File: config.mk
export PLATFORM = sky130hd
export DESIGN_NAME = brl_unit
export DESIGN_NICKNAME = d
export VERILOG_FILES = /design/src/rtl/brl_pkg.sv /design/src/rtl/brl_decode.sv /design/src/rtl/brl_cond.sv /design/src/rtl/brl_seq.sv /design/src/rtl/brl_unit.sv
export SDC_FILE = /design/constraint.sdc
export NUM_CORES = 1
export LEC_CHECK = 0
export ABC_AREA = 1
export BUFFER_PORTS_ARGS = -buffer_cell sky130_fd_sc_hd__buf_2
export CAP_MARGIN = 15
export CORE_MARGIN = 2
export CORE_UTILIZATION = 30
export DETAILED_ROUTE_END_ITERATION = 16
export PLACE_DENSITY = 0.69
export SLEW_MARGIN = 20
export SYNTH_ARGS = -nofsm -noshare
export SYNTH_HDL_FRONTEND = slang
export SYNTH_SLANG_ARGS = --single-unit
File: constraint.sdc
create_clock -name clk -period 1.3 [get_ports clk]
set_clock_uncertainty 0.05 [all_clocks]
set_input_delay 0.13 -clock clk [delete_from_list [all_inputs] [get_ports clk]]
set_output_delay 0.13 -clock clk [all_outputs]
set_load 0.1 [all_outputs]
File: src/rtl/brl_pkg.sv
package brl_pkg;
    // Instruction field positions that the decoder relies on
    localparam int OP_HI = 31;
    localparam int OP_LO = 27;
    localparam int RA_HI = 26;
    localparam int RA_LO = 22;
    localparam int CC_W  = 3;

    typedef enum logic [1:0] {
        ST_IDLE = 2'd0,
        ST_LINK = 2'd1,
        ST_JUMP = 2'd2
    } seq_state_e;

    typedef enum logic [CC_W-1:0] {
        CC_NEVER   = 3'd0,
        CC_ALWAYS  = 3'd1,
        CC_ZERO    = 3'd2,
        CC_NONZERO = 3'd3,
        CC_NONNEG  = 3'd4,
        CC_NEG     = 3'd5,
        CC_RSV6    = 3'd6,
        CC_RSV7    = 3'd7
    } cond_e;
endpackage

File: src/rtl/brl_decode.sv
module brl_decode
    import brl_pkg::*;
#(
    parameter int XLEN    = 32,
    parameter int OPW     = 5,
    parameter int RAW     = 5,
    parameter int OPC_BR  = 8,
    parameter int OPC_BRL = 9
) (
    input  logic [XLEN-1:0] instr,
    output logic            is_br,
    output logic            is_brl,
    output cond_e           cc,
    output logic [RAW-1:0]  ra_idx
);
    logic [OPW-1:0] opc;
    logic           unused_fields;

    assign opc    = instr[OP_HI:OP_LO];
    assign ra_idx = instr[RA_HI:RA_LO];
    assign cc     = cond_e'(instr[CC_W-1:0]);
    assign is_br  = (opc == OPC_BR[OPW-1:0]);
    assign is_brl = (opc == OPC_BRL[OPW-1:0]);
    // operand index fields and the upper count bits do not affect this unit
    assign unused_fields = ^instr[RA_LO-1:CC_W];
endmodule

File: src/rtl/brl_cond.sv
module brl_cond
    import brl_pkg::*;
#(
    parameter int XLEN = 32
) (
    input  cond_e           cc,
    input  logic [XLEN-1:0] rc_val,
    output logic            take
);
    logic is_zero;
    logic is_neg;

    assign is_zero = (rc_val == '0);
    assign is_neg  = rc_val[XLEN-1];

    always_comb begin
        unique case (cc)
            CC_NEVER:   take = 1'b0;
            CC_ALWAYS:  take = 1'b1;
            CC_ZERO:    take = is_zero;
            CC_NONZERO: take = !is_zero;
            CC_NONNEG:  take = !is_neg;
            CC_NEG:     take = is_neg;
            CC_RSV6:    take = 1'b0;
            CC_RSV7:    take = 1'b0;
            default:    take = 1'b0;
        endcase
    end
endmodule

File: src/rtl/brl_seq.sv
module brl_seq
    import brl_pkg::*;
#(
    parameter int XLEN = 32,
    parameter int RAW  = 5
) (
    input  logic            clk,
    input  logic            rst_n,
    input  logic            issue,
    input  logic            is_br,
    input  logic            is_brl,
    input  logic            take,
    input  logic [RAW-1:0]  ra_idx,
    input  logic [XLEN-1:0] rb_val,
    input  logic [XLEN-1:0] pc_now,
    output logic            ready,
    output logic            pc_load,
    output logic [XLEN-1:0] pc_target,
    output logic            link_we,
    output logic [RAW-1:0]  link_idx,
    output logic [XLEN-1:0] link_data
);
    seq_state_e st_q, st_d;
    logic       take_q;
    logic       accept;

    assign accept = issue && (st_q == ST_IDLE);

    always_comb begin
        st_d = st_q;
        unique case (st_q)
            ST_IDLE: begin
                if (accept && is_brl)     st_d = ST_LINK;
                else if (accept && is_br) st_d = ST_JUMP;
            end
            ST_LINK: st_d = ST_JUMP;
            ST_JUMP: st_d = ST_IDLE;
            default: st_d = ST_IDLE;
        endcase
    end

    always_ff @(posedge clk or negedge rst_n) begin
        if (!rst_n) st_q <= ST_IDLE;
        else        st_q <= st_d;
    end

    // operand capture at the accepting edge
    always_ff @(posedge clk or negedge rst_n) begin
        if (!rst_n) begin
            take_q    <= 1'b0;
            pc_target <= '0;
            link_idx  <= '0;
            link_data <= '0;
        end else if (accept && (is_br || is_brl)) begin
            take_q    <= take;
            pc_target <= rb_val;
            link_idx  <= ra_idx;
            link_data <= pc_now;
        end
    end

    always_comb begin
        ready   = 1'b0;
        pc_load = 1'b0;
        link_we = 1'b0;
        unique case (st_q)
            ST_IDLE: ready   = 1'b1;
            ST_LINK: link_we = 1'b1;
            ST_JUMP: pc_load = take_q;
            default: ready   = 1'b0;
        endcase
    end

    a_r6_strobes_apart: assert property (@(posedge clk) disable iff (!rst_n)
        !(link_we && pc_load));
    a_r7_link_before_jump: assert property (@(posedge clk) disable iff (!rst_n)
        link_we |=> (!link_we && !ready));
    a_r9_other_opc_idle: assert property (@(posedge clk) disable iff (!rst_n)
        (ready && issue && !is_br && !is_brl) |=> ready);
    a_r11_br_no_link: assert property (@(posedge clk) disable iff (!rst_n)
        (ready && issue && is_br) |=> (!link_we && !ready));
    a_r10_busy_returns: assert property (@(posedge clk) disable iff (!rst_n)
        pc_load |=> ready);
endmodule

File: src/rtl/brl_unit.sv
module brl_unit
    import brl_pkg::*;
#(
    parameter int XLEN    = 32,
    parameter int RAW     = 5,
    parameter int OPW     = 5,
    parameter int OPC_BR  = 8,
    parameter int OPC_BRL = 9
) (
    input  logic            clk,
    input  logic            rst_n,
    input  logic            issue,
    input  logic [XLEN-1:0] instr,
    input  logic [XLEN-1:0] rb_val,
    input  logic [XLEN-1:0] rc_val,
    input  logic [XLEN-1:0] pc_now,
    output logic            ready,
    output logic            pc_load,
    output logic [XLEN-1:0] pc_target,
    output logic            link_we,
    output logic [RAW-1:0]  link_idx,
    output logic [XLEN-1:0] link_data
);
    logic           is_br;
    logic           is_brl;
    cond_e          cc;
    logic [RAW-1:0] ra_idx;
    logic           take;

    brl_decode #(.XLEN(XLEN), .OPW(OPW), .RAW(RAW),
                 .OPC_BR(OPC_BR), .OPC_BRL(OPC_BRL)) u_dec (
        .instr  (instr),
        .is_br  (is_br),
        .is_brl (is_brl),
        .cc     (cc),
        .ra_idx (ra_idx)
    );

    brl_cond #(.XLEN(XLEN)) u_cond (
        .cc     (cc),
        .rc_val (rc_val),
        .take   (take)
    );

    brl_seq #(.XLEN(XLEN), .RAW(RAW)) u_seq (
        .clk       (clk),
        .rst_n     (rst_n),
        .issue     (issue),
        .is_br     (is_br),
        .is_brl    (is_brl),
        .take      (take),
        .ra_idx    (ra_idx),
        .rb_val    (rb_val),
        .pc_now    (pc_now),
        .ready     (ready),
        .pc_load   (pc_load),
        .pc_target (pc_target),
        .link_we   (link_we),
        .link_idx  (link_idx),
        .link_data (link_data)
    );

    // a sign-based test taken on an accepted branch must agree with bit 31
    a_r4_sign_test: assert property (@(posedge clk) disable iff (!rst_n)
        (ready && issue && (is_br || is_brl) && cc == CC_NEG) |-> (take == rc_val[XLEN-1]));
endmodule

# Word-level counts from Yosys, hierarchy flattened
# Index checks and enable logic that the tools add are counted.
# totals
ff_bits,72
latchBits,0
mem_bits_rw,0
mem_bits_ro,0
wordCells,35
n_memories,0
# classes
add_sub_neg,0
multipliers,0
div,0
magnitude_cmp,0
n_eq_ne,12
n_shift,0
n_mux,7
n_bitwise,0
n_reduce_logical,11
# ops
cell,n
32-bit zero test,1
3-bit equality test (second input constant),4
5-bit by 4-bit equality test with 1-bit output (second input constant),2
3-bit by 2-bit equality test with 1-bit output (second input constant),2
1-bit case mux with 6 select lines,1
1-bit logical AND,4
2-bit 2-to-1 mux,2
2-bit case mux with 2 select lines,1
3-bit by 1-bit equality test with 1-bit output (second input constant),1
3-bit zero test,1
1-bit 2-to-1 mux,3
3-bit != test (second input constant),1
3-bit OR reduction,1
2-bit by 1-bit equality test with 1-bit output (second input constant),1
2-bit equality test (second input constant),1
1-bit zero test,2
2-bit zero test,1
1-bit logical OR,1

# Depth between registers and ports, before layout
# Gate-level depths: netlist of the first run.
# depth
ltp_word,6
depth_mapped,9

# Hierarchy
# From an unflattened synthesis of the first run, not the netlist that was laid out.
# hier_totals
hier_cells,385
hier_area_um2,3462.1
# by_module_without_submodules
mod,n_inst,cells_per_inst,area_each_um2,seq_area_each_um2
brl_seq,1,327,3199.3,1801.7
brl_cond,1,43,171.4,0.0
brl_decode,1,15,91.3,0.0

# Worst setup path before layout of the first run
# OpenSTA, ideal clock, no wires.
# synth_path
path_kind,register -> output
start,register u_seq.st_q[1]
end,output pc_load
t_arrival_ps,2464
required_time_ps,1120
setup_slack_ps,-1344
stages_incl_launch_ff,3
cell_sequence,dfrtp_1 inv_1 nor3_1
# synth_via
elab_chain_cells,2
# synth_rtl
item,line_no,text
from (decl),brl_seq.sv:23,"seq_state_e st_q, st_d;"
from (signal assigned),brl_seq.sv:44,else st_q <= st_d;
2-bit equality test,brl_seq.sv:66,unique case (st_q)
1-bit 2-to-1 mux,brl_seq.sv:66,
to (decl),brl_unit.sv:18,"output logic pc_load,"
# Every way passes these cells.

# Worst setup path in the final report of the first run
# layout_path
start,register u_seq.st_q[1]
end,register u_seq.link_data[22]
# layout_via
elab_chain_cells,3
# layout_rtl
item,line_no,text
2-bit zero test,brl_seq.sv:27,assign accept = issue && (st_q == ST_IDLE);
1-bit logical AND,brl_seq.sv:27,
1-bit logical AND,brl_seq.sv:54,end else if (accept && (is_br || is_brl)) begin
to (signal assigned),brl_seq.sv:58,link_data <= pc_now;
to (decl),brl_seq.sv:21,output logic [XLEN-1:0] link_data
# Every way passes these cells.
# A chain may end at the register's enable or synchronous reset.

==> run_results.csv, run 1 <==
group,metric,value,unit
timing,fin_hold_ws,129,ps
cts,cts_buffers,9,
setup_path,timing.rr.start,"u_seq.st_q[1]",
place,placed_area,0.00442,mm^2
outcome,status,"complete, but fails checks",
detailed_routing,met3WireLength,549,um
outcome,violations,"setup timing",
setup_path,start_kind,"register",
cells_and_area,layout_common_cells,"buf_2 (110), buf_4 (73), dfrtp_1 (72), dlygate4sd3_1 (71), mux2_4 (66)",
cells_and_area,final_common_cell,"buf_2",
detailed_routing,drt_iter0_markers,87,
yosys,ys_seq_area_share,56.9,%
timing,relSlewSlack,79.7,%
detailed_routing,wl_met1,3440,um
global_route,grt_pass1_vias,2974,
timing,grt_setup_unrepaired,"yes",
setup_path,crit_type,"register to register",
detailed_routing,route.met2.wl,4530,um
global_route,grt_pass1_wl,14400,um
cts,cts.clk_slew.worst_paths,80,ps
worst_hold_path,hold_path.class,"primary input to register",
detailed_routing,wl,8690,um
timing,worstMarginPinSlew,306,ps
floorplanning,dieHeight,107,um
cells_and_area,drive_above_1_share,59.1,%
setup_path,end_kind,"register",
setup_path,r2r_setup_slack,-200,ps
cells_and_area,post-route-util,53.7,%
floorplanning,fp.dieW,107,um
yosys,ys_types,15,
cells_and_area,num_antenna_cells,0,
timing,layout_min_cycle_time,1500,ps
setup_path,required,1460,ps
power_and_ir_drop,power,11.0,mW
floorplanning,core.rowCount,37,
setup_path,critPathMaxStageDelay,390,ps
yosys,synth_seq_cells,72,
yosys,synthCells,208,
cts,cts_tree,"yes",
flow_run,drv_cap,0,
cts,clkSinkCount,72,
place,post-place-ws,-179,ps
setup_path,r2r_end,"u_seq.link_data[22]",
detailed_routing,wl_per_cell,14.1,um
setup_path,arrival,1660,ps
place,gp_congestion,0.699,
cts,clock-root-buffer,"clkbuf_8",
floorplanning,io_pins,203,
timing,setup_viol,73,
floorplanning,start_util,30.8,%
setup_path,ff2ff_path_depth,6,
detailed_routing,drc,0,
timing,slew_violations,0,
cts,cts_setup_buffers,0,
worst_hold_path,worst_hold_path.num_cells,6,
global_route,grt_max_degree,39,
yosys,avgSynthCellArea,15.2,um^2
cells_and_area,area_growth,74.4,%
cells_and_area,fillers,859,
place,hpwl,5430,um
global_route,overflow,0,
cells_and_area,register_area,0.00180,mm^2
detailed_routing,via_per_inst,4.22,
cts,clk_path_buf_depth,2,
setup_path,critPathMaxFanout,28,
yosys,syn_nets,339,
detailed_routing,dr.pass1.iters,3,
cells_and_area,finalNonFillerCells,618,
place,portBuffers,183,
power_and_ir_drop,ir_drop,1.33,mV
detailed_routing,vias,2610,
worst_hold_path,hold_end,"u_seq.take_q",
cts,insertion_delay,330,ps
worst_hold_path,worstHoldStart,"instr[0]",
timing,setup_tns,-11670,ps
detailed_routing,ant_nets,0,
global_route,grt_use_total,16.2,%
floorplanning,coreArea,0.0103,mm^2
power_and_ir_drop,leakage,2.95,nW
yosys,synth_warnings,0,
setup_path,path_cells,"inv_2 > nand2_4 > inv_12 > nand4_4 > buf_12 > mux2_4",
timing,finalCritPeriodShare,115,%
detailed_routing,top_layer_used,"met4",
cells_and_area,finalInstanceArea,0.00552,mm^2
cells_and_area,multiInputGateArea,0.00128,mm^2
place,placed_cells,531,
global_route,antenna_found_initial,0,
setup_path,crit_slowest_cell,"dfrtp_1",
timing,max_freq,668,MHz
yosys,netlist_area,0.00317,mm^2
floorplanning,dieArea,0.0114,mm^2
cts,htree_levels,3,
timing,setup_slack,-197,ps
cells_and_area,fin_nets,608,
power_and_ir_drop,power.density,1980,mW/mm^2
timing,finalHoldViolations,0,
==> worst max path at each step <==
| stage | startpoint | end | cells past startpoint |
|---|---|---|---|
| 2_1_floorplan | u_seq.st_q[1] | u_seq.link_data[10] | 6 |
| 3_3_place_gp | u_seq.st_q[0] | u_seq.pc_target[14] | 6 |
| 3_5_place_dp | u_seq.st_q[0] | u_seq.pc_target[13] | 6 |
| 4_1_cts | u_seq.st_q[1] | u_seq.link_data[21] | 6 |
| 5_1_grt | u_seq.st_q[1] | u_seq.link_data[22] | 6 |
| 6_report | u_seq.st_q[1] | u_seq.link_data[22] | 6 |
==> synthesized netlist by cell type (all sizes together) <==
cell type / instances / area share [%]
nand4: 1 / 0.67
nor3: 3 / 0.47
buf: 7 / 2.5
o21ai: 2 / 0.32
nand3: 1 / 0.16
inv: 10 / 1.2
dfrtp: 72 / 57
o22ai: 1 / 0.20
nand2: 16 / 1.9
mux2: 69 / 32
nor2: 24 / 2.8
a21oi: 1 / 0.16
nor3b: 1 / 0.39
==> power by group <==
part	switching, mW	internal, mW
logic	4.33	1.60
clock network	0.817	1.14
registers	0.331	2.75
total	5.47	5.49
==> routing by layer <==
| layer | global-route usage [%] | vias to the layer above |
|---|---|---|
| met2 | 28.8 | 105 |
| li1 | - | 1233 |
| met3 | 4.68 | 14 |
| met4 | 5.38 | 0 |
| met1 | 18.6 | 1258 |
| met5 | 0 | - |
==> critical path, delay by kind of cell (launching register included) <==
| kind | cells | cell delay [ps] |
|---|---|---|
| DFF | 1 | 390 |
| buffers and inverters | 3 | 370 |
| muxes | 1 | 320 |
| and+or+nand+nor | 2 | 230 |
==> cell families (layout without fill, tap and decap cells) <==
kind of cell | after synthesis | in the layout | share of synthesized area [%]
AO/OA/AOI/OAI | 4 | 4 | 0.671
buffers and inverters | 17 | 291 | 3.67
flip-flops | 72 | 72 | 56.9
multiplexers | 69 | 69 | 32.3
AND/OR/NAND/NOR | 46 | 46 | 6.44
==> final cells by class <==
type	count	share of cell area, %
Sequential cell	72	32.6
Multi-Input combinational cell	119	23.1
Clock inverter	4	1.38
Clock buffer	12	2.63
Tap cell	136	3.08
Inverter	10	0.906
Timing Repair Buffer	265	36.3
==> registers in the layout, indices dropped and copies added, names as in the netlist <==
| register | flops |
|---|---|
| u_seq.link_data | 32 |
| u_seq.st_q | 2 |
| u_seq.take_q | 1 |
| u_seq.pc_target | 32 |
| u_seq.link_idx | 5 |
==> timing repair <==
item	in CTS	in global routing
endpoints found under the hold margin	143	0
hold buffers	71	0
endpoints found under the setup margin	138	76
gates resized for setup	66	2
No activity file was read; power rests on OpenSTA's default activity.
==> inputs of run 2 (changes only) <==
Clock period 1.3 ns to 1.25 ns, I/O delays scaled along.
==> run_results.csv, run 2 (synthesis results as in run 1) <==
group,metric,value,unit
floorplanning,io_pins,203,
flow_run,drv_cap,0,
detailed_routing,via_per_inst,4.23,
cts,cts_tree,"yes",
place,hpwl,5940,um
setup_path,r2r_setup_slack,-250,ps
detailed_routing,drt_iter0_markers,83,
power_and_ir_drop,ir_drop,1.19,mV
timing,finalHoldViolations,0,
cts,cts.clk_slew.worst_paths,70,ps
setup_path,critPathMaxStageDelay,390,ps
worst_hold_path,worst_hold_path.num_cells,6,
detailed_routing,ant_nets,0,
cts,htree_levels,3,
setup_path,end_kind,"register",
detailed_routing,drc,0,
setup_path,r2r_end,"u_seq.link_data[21]",
timing,relSlewSlack,78.6,%
timing,worstMarginPinSlew,321,ps
cells_and_area,final_common_cell,"buf_2",
global_route,grt_max_degree,39,
timing,grt_setup_unrepaired,"yes",
cells_and_area,register_area,0.00180,mm^2
floorplanning,fp.dieW,107,um
cts,clkSinkCount,72,
setup_path,required,1410,ps
setup_path,critPathMaxFanout,27,
place,portBuffers,183,
detailed_routing,wl,9000,um
place,post-place-ws,-228,ps
setup_path,start_kind,"register",
global_route,overflow,0,
outcome,violations,"setup timing",
detailed_routing,dr.pass1.iters,3,
cells_and_area,area_growth,95.1,%
outcome,status,"complete, but fails checks",
detailed_routing,vias,2620,
power_and_ir_drop,leakage,3.17,nW
place,gp_congestion,0.707,
timing,finalCritPeriodShare,120,%
setup_path,ff2ff_path_depth,6,
setup_path,timing.rr.start,"u_seq.st_q[0]",
global_route,grt_pass1_wl,14700,um
worst_hold_path,hold_path.class,"primary input to register",
floorplanning,dieHeight,107,um
detailed_routing,wl_per_cell,14.5,um
setup_path,startpoint,"u_seq.st_q[0]",
setup_path,crit_slowest_cell,"dfrtp_1",
place,placed_cells,531,
cts,clock-root-buffer,"clkbuf_8",
cells_and_area,finalNonFillerCells,619,
setup_path,crit_end,"u_seq.link_data[21]",
cells_and_area,multiInputGateArea,0.00128,mm^2
timing,setup_slack,-248,ps
cells_and_area,fin_nets,609,
global_route,grt_pass1_vias,3102,
setup_path,arrival,1660,ps
floorplanning,coreArea,0.0103,mm^2
floorplanning,core.rowCount,37,
floorplanning,dieArea,0.0114,mm^2
cells_and_area,post-route-util,60.1,%
cts,cts_buffers,9,
power_and_ir_drop,power.density,2030,mW/mm^2
global_route,antenna_found_initial,0,
cells_and_area,num_antenna_cells,0,
cts,insertion_delay,330,ps
cells_and_area,largestRegisters,"u_seq.link_data (32), u_seq.pc_target (32), u_seq.link_idx (5)",
cts,clk_path_buf_depth,2,
cells_and_area,drive_above_1_share,59.4,%
timing,layout_min_cycle_time,1500,ps
setup_path,crit_type,"register to register",
floorplanning,start_util,30.8,%
cells_and_area,layout_common_cells,"buf_2 (110), dfrtp_1 (72), dlygate4sd3_1 (71), mux2_4 (66), buf_12 (61)",
timing,max_freq,668,MHz
setup_path,path_cells,"inv_2 > nand2_4 > inv_12 > nand4_4 > buf_12 > mux2_4",
timing,slew_violations,0,
global_route,grt_use_total,16.4,%
cells_and_area,fillers,794,
timing,setup_viol,73,
[run 2: through the flow]
stage                     total power [mW]  setup TNS (ps)  instance area (um^2)  hold WS, ps
after global routing                  13.0          -19990                  6180          153
final                                 12.6          -15460                  6180          144
after global placement                10.3          -12860                  5200        -5.17
after CTS                             12.6          -16130                  6170          129
after floorplan                       7.86          -27960                  3220         -221
after detailed placement              10.4          -14640                  5200        -5.16
[run 2: final cells by class]
cell class | instances | share of cell area [%]
repair buffers | 266 | 43.1
flip-flops and latches | 72 | 29.2
multi-input cells | 119 | 20.8
well taps | 136 | 2.75
clock buffers | 11 | 2.13
clock inverters | 5 | 1.32
inverters | 10 | 0.810
[run 2: worst max-delay path: cells and delay by family, from the launching register on]
kind                   cells  cell delay (ps)
AND/OR/NAND/NOR            2              220
buffers and inverters      3              370
flip-flops                 1              390
multiplexers               1              320
[run 2: worst min path at each step]
stage                  start             endpoint  slack, ps
finish              instr[0]         u_seq.take_q        140
global route        instr[0]         u_seq.take_q        150
CTS                 instr[0]         u_seq.take_q        130
detailed placement     rst_n  u_seq.pc_target[14]         -5
global placement       rst_n  u_seq.pc_target[13]         -5
floorplan              rst_n   u_seq.link_data[0]       -220
[run 2: power breakdown]
part           total, mW  internal, mW  switching [mW]
clock               1.96          1.13           0.838
combinational       7.18          2.66            4.52
sequential          3.41          2.86           0.555
total               12.6          6.65            5.91
[run 2: what timing repair did]
item | in CTS | in global routing
hold endpoints to repair | 142 | 0
pin swaps | 0 | 1
resized for setup | 16 | 1
setup buffers | 0 | 1
gates cloned | 0 | 0
hold buffers | 71 | 0
setup endpoints to repair | 89 | 75
[run 2: per-layer routing]
layer	routed length (um)	part of all wire (%)	track usage [%]
met5	0	0	0
met4	167	1.9	5.94
met3	645	7.2	4.86
met2	4700	52	29.6
met1	3490	39	18.2
